### src/rtl/flash_status_gen.sv
module flash_status_gen #(
  parameter int ADDR_W    = 12,
  parameter int SECT_BITS = 4,
  localparam int NSECT    = 1 << SECT_BITS
) (
  input  logic              clk,
  input  logic              rst_n,
  input  logic [2:0]        phase,
  input  logic [7:0]        prog_data,
  input  logic [NSECT-1:0]  erase_sel,
  input  logic [ADDR_W-1:0] rd_addr,
  input  logic              rd_stb,
  input  logic [7:0]        array_data,
  output logic [7:0]        dout
);

  logic tog6, tog2;

  wire [SECT_BITS-1:0] sect = rd_addr[ADDR_W-1 -: SECT_BITS];
  wire in_sel  = erase_sel[sect];
  wire p_prog  = (phase == 3'd1);
  wire p_win   = (phase == 3'd2);
  wire p_bsy   = (phase == 3'd3);
  wire p_sus   = (phase == 3'd4);
  wire erasing = p_win | p_bsy | p_sus;
  wire show    = p_prog | p_win | p_bsy | (p_sus & in_sel);
  wire flip2   = erasing & in_sel;

  wire [7:0] status = {p_prog & ~prog_data[7], tog6, 2'b00,
                       p_bsy | p_sus, flip2 ? tog2 : 1'b1, 2'b00};

  always_ff @(posedge clk) begin
    if (!rst_n) begin
      dout <= 8'h00;
      tog6 <= 1'b0;
      tog2 <= 1'b0;
    end else if (rd_stb) begin
      dout <= show ? status : array_data;
      if (show) tog6 <= ~tog6;
      if (show && flip2) tog2 <= ~tog2;
    end
  end

endmodule


### config.mk
export PLATFORM = sky130hd
export DESIGN_NAME = flash_status_gen
export DESIGN_NICKNAME = d
export VERILOG_FILES = /design/src/rtl/flash_status_gen.sv
export SDC_FILE = /design/constraint.sdc
export NUM_CORES = 1
export LEC_CHECK = 0
export BUFFER_PORTS_ARGS = -buffer_cell sky130_fd_sc_hd__buf_2
export CAP_MARGIN = 15
export CORE_AREA = 2 2 45 47
export CTS_CLUSTER_SIZE = 12
export DETAILED_ROUTE_END_ITERATION = 7
export DIE_AREA = 0 0 47 49
export PLACE_DENSITY_LB_ADDON = 0.12
export SYNTH_ARGS = -nofsm -noshare
export SYNTH_HDL_FRONTEND = slang
export SYNTH_SLANG_ARGS = --single-unit
### constraint.sdc
create_clock -name clk -period 2.55 [get_ports clk]
set_input_delay 0.6375 -clock clk [delete_from_list [all_inputs] [get_ports clk]]
set_output_delay 0.6375 -clock clk [all_outputs]
set_load 0.03 [all_outputs]
==> results.cfg <==
[status]
outcome = complete, no violations

[clock_tree]
cts_sinks = 10
clk_path_buf_depth = 2
cts_tree = built
clk_latency_ps = 260
post_cts_buffers = 0
cts_made_buffers = 3
cts_htree_levels = 1
cts-root-buf = clkbuf_4
cts.repair.resized = 0
clk_pin_slew_ps = 70
ctsHoldBuffers = 0

[critical_path]
cp_data_required_time_ps = 2700
end_kind = flip-flop
worst-r2r-cell-count = 3
worstPathArrival_ps = 2420
slowest_stage = mux4_1
crit_type = in2reg
cp_slowest_stage_delay_ps = 560
path_cells = buf_2, mux4_1, mux4_2, and2_4, a2111oi_4, nor2_1
critPathLaunchType = input pin
cp_max_fo = 5

[timing]
drv_slew = 0
fin_crit_sh_pct = 88.9
slew_headroom_pct = 67.1
worst_hold_slack_ps = 481
setup_viol = 0
hold_viol_final = 0
fin_tns_setup_ps = 0
rsz0062_at_grt = no
final.min_clock_period_ps = 2270
layout_setup_ws_ps = 284
tightest_slew_ps = 492
clock_skew_ps = 3.83
fmax_mhz = 441

[die]
io_pins = 58
core_area_sq_um = 1840
die_w_um = 47
row_count = 16
initial_core_util_pct = 33.2
die_height_um = 49
die_area_sq_um = 2300

[detailed_routing]
routedWlPerCell_um = 11.0
drc = 0
drtIter0Drc = 5
drt-pass1-iter-count = 3
wirelength_um = 1370
drt-vias-per-instance = 4.77
ant_nets = 0
vias = 592

[layout]
antenna_cells = 0
area_delta_synth_final_pct = 45.3
fillers = 194
layout-drive-gt1-share_pct = 54.6
nets = 148

[logic_synthesis]
synth_cell_type_count = 30
synth_top_cell_by_area = dfxtp_1
synth_compound_area_share_pct = 25.8
yosys_warnings = 0
yosys_register_bits = 10
yosys-top-cells-count = dfxtp_1 (10), a22o_1 (5), mux4_1 (4), o21ai_0 (4)
synthTopCellsByArea = dfxtp_1 (33%), mux4_1 (17%), a22o_1 (7.2%)
ys_seq_area_share_pct = 32.8
netlist_area_sq_um = 611
syn_nets = 102
synth.top_cell.area_share_pct = 32.8
synth_edf_count = 0
postSynthAreaPerCell_sq_um = 11.7
yosysMostFrequentCell = dfxtp_1
synth_top_family_by_area = compound AO/OA/AOI/OAI gates
synth_fa_ha_area_share_pct = 0
synth-xor-area-share_pct = 1.43
async_flop_share_pct = 0
ys.flop_type = dfxtp_1
synth_cells = 52
synth_mux_area_share_pct = 22.5
synth-simple-area-share_pct = 16.2

[place]
gp_congestion = 0.678
dp_slack_ps = -13.4
numPortBuffers = 42
dp_hpwl_um = 1180

[global_route]
gr-total-overflow = 0
grt_pass1_vias = 558
grt_max_degree = 10
grt_usage_pct = 13.6
antenna_found_initial = 0
grt_pass1_wl_um = 2290

[pwr]
pwr-share-comb_pct = 25.9
switchingPower_mw = 0.116
p_sw_share_pct = 27.2
power_density_nw_per_um2 = 479
vdd_drop_max_mv = 0.204
finalPower_mw = 0.425
p_seq_share_pct = 40.3
clockPowerShare_pct = 33.8
p_leak_nw = 0.425
intPower_mw = 0.310

[worst_hold_path]
hold_depth = 1
hold_path_class = reg2reg

[flow_run]
drv_cap = 0
==> worst max-delay path: cells and delay by family <==
kind	cells	cell delay, ps
compound gates	1	260
buf+inv	1	140
mux	2	1090
simple gates	2	280
==> state kept, by name (all words and copies together), names as in the netlist <==
signal and cells:
dout 8, tog2 1, tog6 1
==> placed cells by master (no fill, tap or decap), types with 2 or more instances in the layout <==
master,n
mux4_1,4
buf_2,42
nor2b_1,2
o21ai_0,4
a21oi_1,2
dfxtp_1,10
nor3b_1,2
clkbuf_4,3
a22o_1,5
==> power by group through the flow <==
stage | Clock [mW] | Combinational [mW] | Sequential (mW)
CTS | 0.148 | 0.112 | 0.172
floorplan | 0 | 0.0509 | 0.191
finish | 0.144 | 0.110 | 0.172
detailed placement | 0 | 0.112 | 0.175
global placement | 0 | 0.110 | 0.175
global route | 0.158 | 0.122 | 0.173
==> worst paths after layout <==
kind,startpoint,end,slack [ps]
worst min-delay path,dout[4]$_SDFFE_PN0P_,dout[4]$_SDFFE_PN0P_,480
worst max register to register,dout[2]$_SDFFE_PN0P_,dout[2]$_SDFFE_PN0P_,1580
worst min register to register,dout[4]$_SDFFE_PN0P_,dout[4]$_SDFFE_PN0P_,480
worst max-delay path,rd_addr[10],dout[3]$_SDFFE_PN0P_,280
==> cell families (layout without fill, tap and decap cells) <==
family / count (synthesis) / count (layout)
buffers and inverters: 2 / 47
flip-flops: 10 / 10
XOR/XNOR: 1 / 1
AND/OR/NAND/NOR: 14 / 14
AO/OA/AOI/OAI: 19 / 19
multiplexers: 6 / 6
==> layout make-up <==
cell class	count	area, sq um	share of cell area (%)
inverter	1	3.75	0.423
sequential	10	200	22.6
multi-input combinational	40	403	45.4
clock buffer	4	36.3	4.09
timing repair buffer	42	210	23.7
tap	27	33.8	3.81
==> layer usage <==
metal	routed length [um]	GRT usage (%)	vias to the layer above
met1	562	16.6	259
met3	119	2.22	2
met5	0	0	-
met4	13	5.56	0
li1	-	-	301
met2	672	22.8	30
==> stage by stage <==
| step | utilization (%) | cell area (sq um) | cells |
|---|---|---|---|
| global route | 48.2 | 887 | 124 |
| floorplan | - | 611 | 52 |
| finish | 48.2 | 887 | 124 |
| global placement | 46.2 | 851 | 120 |
| CTS | 48.2 | 887 | 124 |
| detailed placement | 46.2 | 851 | 120 |
Note: power is estimated with default switching activity, not from simulation.
